File: config.mk
export PLATFORM = sky130hd
export DESIGN_NAME = ctl3w_regbank
export DESIGN_NICKNAME = d
export VERILOG_FILES = /design/src/rtl/ctl3w_pkg.sv /design/src/rtl/ctl3w_sync.sv /design/src/rtl/ctl3w_rx.sv /design/src/rtl/ctl3w_regs.sv /design/src/rtl/ctl3w_decode.sv /design/src/rtl/ctl3w_regbank.sv
export SDC_FILE = /design/constraint.sdc
export NUM_CORES = 1
export LEC_CHECK = 0
export CORE_MARGIN = 4
export CORE_UTILIZATION = 47
export CTS_CLUSTER_SIZE = 12
export DETAILED_ROUTE_END_ITERATION = 12
export PLACE_DENSITY_LB_ADDON = 0.12
export SLEW_MARGIN = 0
export SYNTH_ARGS = -nofsm -noshare
export SYNTH_HDL_FRONTEND = slang
export SYNTH_HIERARCHICAL = 1
export SYNTH_SLANG_ARGS = --single-unit
File: constraint.sdc
create_clock -name clk -period 3.2 [get_ports clk]
set_input_delay 0.96 -clock clk [delete_from_list [all_inputs] [get_ports clk]]
set_output_delay 0.96 -clock clk [all_outputs]
set_load 0.03 [all_outputs]
File: src/rtl/ctl3w_pkg.sv
package ctl3w_pkg;

    localparam int ADDR_W   = 3;
    localparam int DATA_W   = 16;
    localparam int FRAME_W  = ADDR_W + DATA_W;
    localparam int NUM_REGS = 1 << ADDR_W;

    typedef enum logic [1:0] {
        ST_IDLE  = 2'd0,
        ST_SHIFT = 2'd1,
        ST_FULL  = 2'd2,
        ST_OVER  = 2'd3
    } rx_state_e;

    localparam logic [ADDR_W-1:0] A_MODE  = 3'd0;
    localparam logic [ADDR_W-1:0] A_STBY  = 3'd1;
    localparam logic [ADDR_W-1:0] A_GAIN  = 3'd2;
    localparam logic [ADDR_W-1:0] A_OFFS  = 3'd3;
    localparam logic [ADDR_W-1:0] A_GTRIM = 3'd4;
    localparam logic [ADDR_W-1:0] A_DLY   = 3'd5;
    localparam logic [ADDR_W-1:0] A_DRDY  = 3'd6;
    localparam logic [ADDR_W-1:0] A_TEST  = 3'd7;

    function automatic logic [DATA_W-1:0] reg_reset(input int idx);
        case (idx)
            2, 3, 4: reg_reset = 16'h8080;
            default: reg_reset = '0;
        endcase
    endfunction

    function automatic logic [1:0] fold_sel3(input logic [1:0] code);
        fold_sel3 = (code == 2'b11) ? 2'b00 : code;
    endfunction

    function automatic logic [1:0] fold_stby(input logic [1:0] code);
        fold_stby = (code == 2'b11) ? 2'b10 : code;
    endfunction

endpackage

File: src/rtl/ctl3w_sync.sv
module ctl3w_sync #(
    parameter int           WIDTH   = 3,
    parameter int           STAGES  = 2,
    parameter logic [WIDTH-1:0] RST_VAL = '0
) (
    input  logic             clk,
    input  logic             rst_n,
    input  logic [WIDTH-1:0] d_in,
    output logic [WIDTH-1:0] d_out
);
    logic [STAGES-1:0][WIDTH-1:0] chain;

    always_ff @(posedge clk or negedge rst_n) begin
        if (!rst_n) chain[0] <= RST_VAL;
        else        chain[0] <= d_in;
    end

    generate
        for (genvar s = 1; s < STAGES; s++) begin : g_stage
            always_ff @(posedge clk or negedge rst_n) begin
                if (!rst_n) chain[s] <= RST_VAL;
                else        chain[s] <= chain[s-1];
            end
        end
    endgenerate

    assign d_out = chain[STAGES-1];
endmodule

File: src/rtl/ctl3w_rx.sv
module ctl3w_rx
    import ctl3w_pkg::*;
#(
    parameter int AW = ADDR_W,
    parameter int DW = DATA_W
) (
    input  logic          clk,
    input  logic          rst_n,
    input  logic          sclk_s,
    input  logic          sdata_s,
    input  logic          load_s,
    output logic          wr_en,
    output logic [AW-1:0] wr_addr,
    output logic [DW-1:0] wr_data,
    output rx_state_e     state_o
);
    localparam int FW  = AW + DW;
    localparam int CW  = $clog2(FW + 1);
    localparam logic [CW-1:0] LAST = CW'(FW - 1);

    rx_state_e       state, state_nx;
    logic            sclk_d;
    logic            bit_stb;
    logic [CW-1:0]   bit_cnt;
    logic [FW-1:0]   shreg;

    assign bit_stb = sclk_s & ~sclk_d & ~load_s;

    always_ff @(posedge clk or negedge rst_n) begin
        if (!rst_n) sclk_d <= 1'b0;
        else        sclk_d <= sclk_s;
    end

    // next-state logic
    always_comb begin
        state_nx = state;
        if (load_s) begin
            state_nx = ST_IDLE;
        end else begin
            unique case (state)
                ST_IDLE:  state_nx = ST_SHIFT;
                ST_SHIFT: if (bit_stb && bit_cnt == LAST) state_nx = ST_FULL;
                ST_FULL:  if (bit_stb) state_nx = ST_OVER;
                ST_OVER:  state_nx = ST_OVER;
            endcase
        end
    end

    // state register
    always_ff @(posedge clk or negedge rst_n) begin
        if (!rst_n) state <= ST_IDLE;
        else        state <= state_nx;
    end

    // datapath and outputs
    always_ff @(posedge clk or negedge rst_n) begin
        if (!rst_n) begin
            bit_cnt <= '0;
            shreg   <= '0;
            wr_en   <= 1'b0;
            wr_addr <= '0;
            wr_data <= '0;
        end else begin
            wr_en <= 1'b0;
            unique case (state)
                ST_IDLE: begin
                    bit_cnt <= '0;
                end
                ST_SHIFT: begin
                    if (bit_stb) begin
                        shreg   <= {shreg[FW-2:0], sdata_s};
                        bit_cnt <= bit_cnt + 1'b1;
                    end
                end
                ST_FULL: begin
                    if (load_s) begin
                        wr_en   <= 1'b1;
                        wr_addr <= shreg[FW-1 -: AW];
                        wr_data <= shreg[DW-1:0];
                    end
                end
                ST_OVER: begin
                    bit_cnt <= bit_cnt;
                end
            endcase
        end
    end

    assign state_o = state;
endmodule

File: src/rtl/ctl3w_regs.sv
module ctl3w_regs
    import ctl3w_pkg::*;
#(
    parameter int AW = ADDR_W,
    parameter int DW = DATA_W,
    parameter int NR = NUM_REGS
) (
    input  logic                   clk,
    input  logic                   rst_n,
    input  logic                   wr_en,
    input  logic [AW-1:0]          wr_addr,
    input  logic [DW-1:0]          wr_data,
    output logic [NR-1:0][DW-1:0]  regs_o
);
    generate
        for (genvar g = 0; g < NR; g++) begin : g_reg
            always_ff @(posedge clk or negedge rst_n) begin
                if (!rst_n)
                    regs_o[g] <= reg_reset(g);
                else if (wr_en && wr_addr == AW'(g))
                    regs_o[g] <= wr_data;
            end
        end
    endgenerate
endmodule

File: src/rtl/ctl3w_decode.sv
module ctl3w_decode
    import ctl3w_pkg::*;
(
    input  logic                             clk,
    input  logic                             rst_n,
    input  logic [NUM_REGS-1:0][DATA_W-1:0]  regs,
    output logic                             dmux_2,
    output logic                             gray_code,
    output logic [1:0]                       clk_mode,
    output logic [1:0]                       in_switch,
    output logic [1:0]                       stby_i,
    output logic [1:0]                       stby_q,
    output logic [7:0]                       gain_i,
    output logic [7:0]                       gain_q,
    output logic [7:0]                       offs_i,
    output logic [7:0]                       offs_q,
    output logic [7:0]                       gtrim_i,
    output logic [7:0]                       gtrim_q,
    output logic [7:0]                       fine_dly_q,
    output logic [3:0]                       settle_i,
    output logic [3:0]                       settle_q,
    output logic [3:0]                       drdy_dly_i,
    output logic [3:0]                       drdy_dly_q,
    output logic [1:0]                       test_mode
);
    logic [DATA_W-1:0] r_mode, r_stby, r_gain, r_offs, r_gtr, r_dly, r_drdy, r_test;

    assign r_mode = regs[A_MODE];
    assign r_stby = regs[A_STBY];
    assign r_gain = regs[A_GAIN];
    assign r_offs = regs[A_OFFS];
    assign r_gtr  = regs[A_GTRIM];
    assign r_dly  = regs[A_DLY];
    assign r_drdy = regs[A_DRDY];
    assign r_test = regs[A_TEST];

    always_ff @(posedge clk or negedge rst_n) begin
        if (!rst_n) begin
            dmux_2     <= 1'b0;
            gray_code  <= 1'b0;
            clk_mode   <= 2'b00;
            in_switch  <= 2'b00;
            stby_i     <= 2'b00;
            stby_q     <= 2'b00;
            gain_i     <= 8'h80;
            gain_q     <= 8'h80;
            offs_i     <= 8'h80;
            offs_q     <= 8'h80;
            gtrim_i    <= 8'h80;
            gtrim_q    <= 8'h80;
            fine_dly_q <= 8'h00;
            settle_i   <= 4'h0;
            settle_q   <= 4'h0;
            drdy_dly_i <= 4'h0;
            drdy_dly_q <= 4'h0;
            test_mode  <= 2'b00;
        end else begin
            dmux_2     <= r_mode[0];
            gray_code  <= r_mode[1];
            clk_mode   <= fold_sel3(r_mode[3:2]);
            in_switch  <= fold_sel3(r_mode[5:4]);
            stby_i     <= fold_stby(r_stby[1:0]);
            stby_q     <= fold_stby(r_stby[3:2]);
            gain_i     <= r_gain[7:0];
            gain_q     <= r_gain[15:8];
            offs_i     <= r_offs[7:0];
            offs_q     <= r_offs[15:8];
            gtrim_i    <= r_gtr[7:0];
            gtrim_q    <= r_gtr[15:8];
            fine_dly_q <= r_dly[7:0];
            settle_i   <= r_dly[11:8];
            settle_q   <= r_dly[15:12];
            drdy_dly_i <= r_drdy[3:0];
            drdy_dly_q <= r_drdy[7:4];
            test_mode  <= fold_sel3(r_test[1:0]);
        end
    end
endmodule

File: src/rtl/ctl3w_regbank.sv
module ctl3w_regbank
    import ctl3w_pkg::*;
#(
    parameter int SYNC_STAGES = 2
) (
    input  logic       clk,
    input  logic       rst_n,
    input  logic       ser_clk,
    input  logic       ser_data,
    input  logic       ser_load_n,
    output logic       dmux_2,
    output logic       gray_code,
    output logic [1:0] clk_mode,
    output logic [1:0] in_switch,
    output logic [1:0] stby_i,
    output logic [1:0] stby_q,
    output logic [7:0] gain_i,
    output logic [7:0] gain_q,
    output logic [7:0] offs_i,
    output logic [7:0] offs_q,
    output logic [7:0] gtrim_i,
    output logic [7:0] gtrim_q,
    output logic [7:0] fine_dly_q,
    output logic [3:0] settle_i,
    output logic [3:0] settle_q,
    output logic [3:0] drdy_dly_i,
    output logic [3:0] drdy_dly_q,
    output logic [1:0] test_mode
);
    logic [2:0]                       ser_s;
    logic                             sclk_s, sdata_s, load_s;
    logic                             wr_en;
    logic [ADDR_W-1:0]                wr_addr;
    logic [DATA_W-1:0]                wr_data;
    rx_state_e                        rx_state;
    logic [NUM_REGS-1:0][DATA_W-1:0]  regs;

    ctl3w_sync #(
        .WIDTH   (3),
        .STAGES  (SYNC_STAGES),
        .RST_VAL (3'b100)
    ) u_sync (
        .clk   (clk),
        .rst_n (rst_n),
        .d_in  ({ser_load_n, ser_data, ser_clk}),
        .d_out (ser_s)
    );

    assign sclk_s  = ser_s[0];
    assign sdata_s = ser_s[1];
    assign load_s  = ser_s[2];

    ctl3w_rx #(.AW(ADDR_W), .DW(DATA_W)) u_rx (
        .clk     (clk),
        .rst_n   (rst_n),
        .sclk_s  (sclk_s),
        .sdata_s (sdata_s),
        .load_s  (load_s),
        .wr_en   (wr_en),
        .wr_addr (wr_addr),
        .wr_data (wr_data),
        .state_o (rx_state)
    );

    ctl3w_regs #(.AW(ADDR_W), .DW(DATA_W), .NR(NUM_REGS)) u_regs (
        .clk     (clk),
        .rst_n   (rst_n),
        .wr_en   (wr_en),
        .wr_addr (wr_addr),
        .wr_data (wr_data),
        .regs_o  (regs)
    );

    ctl3w_decode u_dec (
        .clk        (clk),
        .rst_n      (rst_n),
        .regs       (regs),
        .dmux_2     (dmux_2),
        .gray_code  (gray_code),
        .clk_mode   (clk_mode),
        .in_switch  (in_switch),
        .stby_i     (stby_i),
        .stby_q     (stby_q),
        .gain_i     (gain_i),
        .gain_q     (gain_q),
        .offs_i     (offs_i),
        .offs_q     (offs_q),
        .gtrim_i    (gtrim_i),
        .gtrim_q    (gtrim_q),
        .fine_dly_q (fine_dly_q),
        .settle_i   (settle_i),
        .settle_q   (settle_q),
        .drdy_dly_i (drdy_dly_i),
        .drdy_dly_q (drdy_dly_q),
        .test_mode  (test_mode)
    );
endmodule

==> results.ini <==
[run_status]
status = completed

[route]
vias_per_cell = 4.83
dr.first_iter.drc_count = 175
wire_per_inst_um = 16.5
wirelength_um = 12300
via_count = 3593
ant_nets = 0
first_pass_iters = 3
drc = 0

[worst_setup_path]
cp_slowest_stage_delay_ns = 0.66
path_max_fanout = 1
crit_type = flop to output port
crit_chain = clkdlybuf4s50_1
r2r-end = u_regs/regs_o[65]
ff2ff_path_depth = 3
cp_slowest_cell = clkdlybuf4s50_1
regToRegSetupSlack_ns = 1.13
required_ns = 2.24
critPathArrivalTime_ns = 1.66
crit_buf_inv = 1
start_kind = flop
crit_path_end_kind = output port
critPathLaunch = u_dec/gain_q[7]
crit_family = buffers and inverters
r2r_start = u_rx/wr_addr[2]

[cts]
clk_path_buf_depth = 3
root_buffer = clkbuf_16
post_cts_buffers = 0
insertion_delay_ns = 0.49
htree_levels = 1
numCtsBuffers = 23
ctsHoldBuffers = 0
cts_sinks = 221
cts_resized = 0
path_clk_slew_ns = 0.06
cts_tree = yes

[die]
row_count = 46
coreArea_sq_mm = 0.0158
dieArea_sq_mm = 0.0182
start_util_pct = 47.8
io_pins = 89
dieWidth_um = 135
die_y_um = 135

[min_path]
hp-class = flop to flop
hp-start = u_sync/chain[2]
min_path_cells = 0
hold_path_end = u_sync/d_out[2]

[sta]
setup_tns_ns = 0
fmax_mhz = 382
fin_skew_ns = 0.0120
rsz0062_at_grt = no
hold_viol = 0
tightest_slew_ns = 0.921
min_period_ns = 2.62
slew_violations = 0
final-setup-viol-count = 0
post-route-period-util_pct = 81.7
maxSlewHeadroom_pct = 37.8

[layout]
regArea_sq_mm = 0.00555
layout-drive-gt1-share_pct = 33.7
n_antenna_cell = 0
nets = 519
syn_to_final_growth_pct = 23.4
final_cells = 744
multiInputGateArea_sq_mm = 0.00186
num-fill-cells = 1216

[grt]
grt-ovfl-total = 0
grt_use_total_pct = 13.8
antenna_found_initial = 0
grt_pass1_vias = 3821
grt_pass1_wl_um = 20200
grt_max_degree = 80

[yosys]
synthCells = 417
syn-num-nets = 424
syn_area_sq_mm = 0.00756
yosys_warnings = 6
postSynthAreaPerCell_sq_um = 18.1

[power_and_ir_drop]
p_leak_nw = 4.65
ir_drop_v = 0.000425
power.density_mw_per_mm2 = 578

[place]
gp_congestion = 0.759
port_buffers = 88
hpwl_um = 7660
placedCellCount = 703

[job]
max_cap_viol_count = 0

[report_power, final]
part           total (W)  leakage (nW)  internal, W  switching (W)
combinational   0.000113          1.30    0.0000493      0.0000634
clock            0.00243         0.332      0.00146       0.000968
sequential       0.00285          3.02      0.00283      0.0000241
[through the flow]
stage          setup WS (ns)  util (%)  hold slack [ns]  power (W)  instance area [sq um]
6_report               0.585      59.0            0.354    0.00540                   9330
5_1_grt                0.544      59.0            0.358    0.00562                   9330
4_1_cts                0.557      59.0            0.355    0.00548                   9330
3_5_place_dp            1.08      54.6            0.346    0.00302                   8640
3_3_place_gp            1.09      54.6            0.339    0.00302                   8640
2_1_floorplan           1.52         -            0.331    0.00295                   7560
[state kept, by name, summed over array words and instances, names as in the netlist, 4 cells and up]
signal and flops:
u_dec/settle_q 4, u_dec/gain_q 8, u_rx/shreg 19, u_rx/wr_data 16, u_dec/offs_q 8, u_dec/drdy_dly_i 4, u_regs/regs_o 84, u_dec/fine_dly_q 8
u_dec/offs_i 8, u_dec/gtrim_q 8, u_rx/bit_cnt 5, u_dec/drdy_dly_q 4, u_dec/gtrim_i 8, u_dec/settle_i 4, u_dec/gain_i 8
[metal layers]
metal,GRT usage [%],routed length [um],vias up
met3,2.91,583,19
met2,22.1,5810,77
met1,19.6,5630,1865
met5,0,0,-
met4,3.45,255,0
li1,-,-,1632
[final cells by class]
type | instances | share of cell area (%)
inverter | 4 | 0.161
clock buffer | 39 | 7.03
clock inverter | 2 | 0.375
timing repair buffer | 93 | 10.2
multi-input combinational | 169 | 19.9
tap | 216 | 2.90
sequential | 221 | 59.5
[worst max path at each step]
stage / endpoint / slack, ns / depth (start not counted)
after detailed placement: gtrim_q[7] / 1.08 / 1
after global placement: gain_q[7] / 1.09 / 1
after CTS: gain_q[7] / 0.56 / 1
after floorplan: u_rx/shreg[0] / 1.52 / 5
final: gain_q[7] / 0.58 / 1
after global routing: offs_q[7] / 0.54 / 1
[placed cells by master, fill, tap and decap left out]
cell type        instances
a21oi_1                  2
a311oi_1                 1
a31oi_1                  1
buf_12                   2
buf_4                    3
buf_8                    1
bufinv_16                1
clkbuf_1                14
clkbuf_16               23
clkbuf_8                 2
clkdlybuf4s50_1         87
clkinv_2                 1
dfrtp_1                207
dfstp_2                 14
ha_1                     2
inv_1                    4
mux2_2                 101
mux2_4                  21
mux2i_1                  1
nand2_1                  3
nand2b_1                 1
nand3_1                  2
nand4_2                  1
nand4b_2                 3
nand4bb_1                1
nor2_1                   1
nor2b_1                 12
nor3_1                   1
nor4b_4                  1
nor4bb_1                 2
nor4bb_4                 2
o211ai_1                 1
o21ai_0                  3
o32ai_1                  1
or2_4                    1
or3_1                    1
or3b_4                   1
or4_1                    2
(Power assumes the default switching activity.)
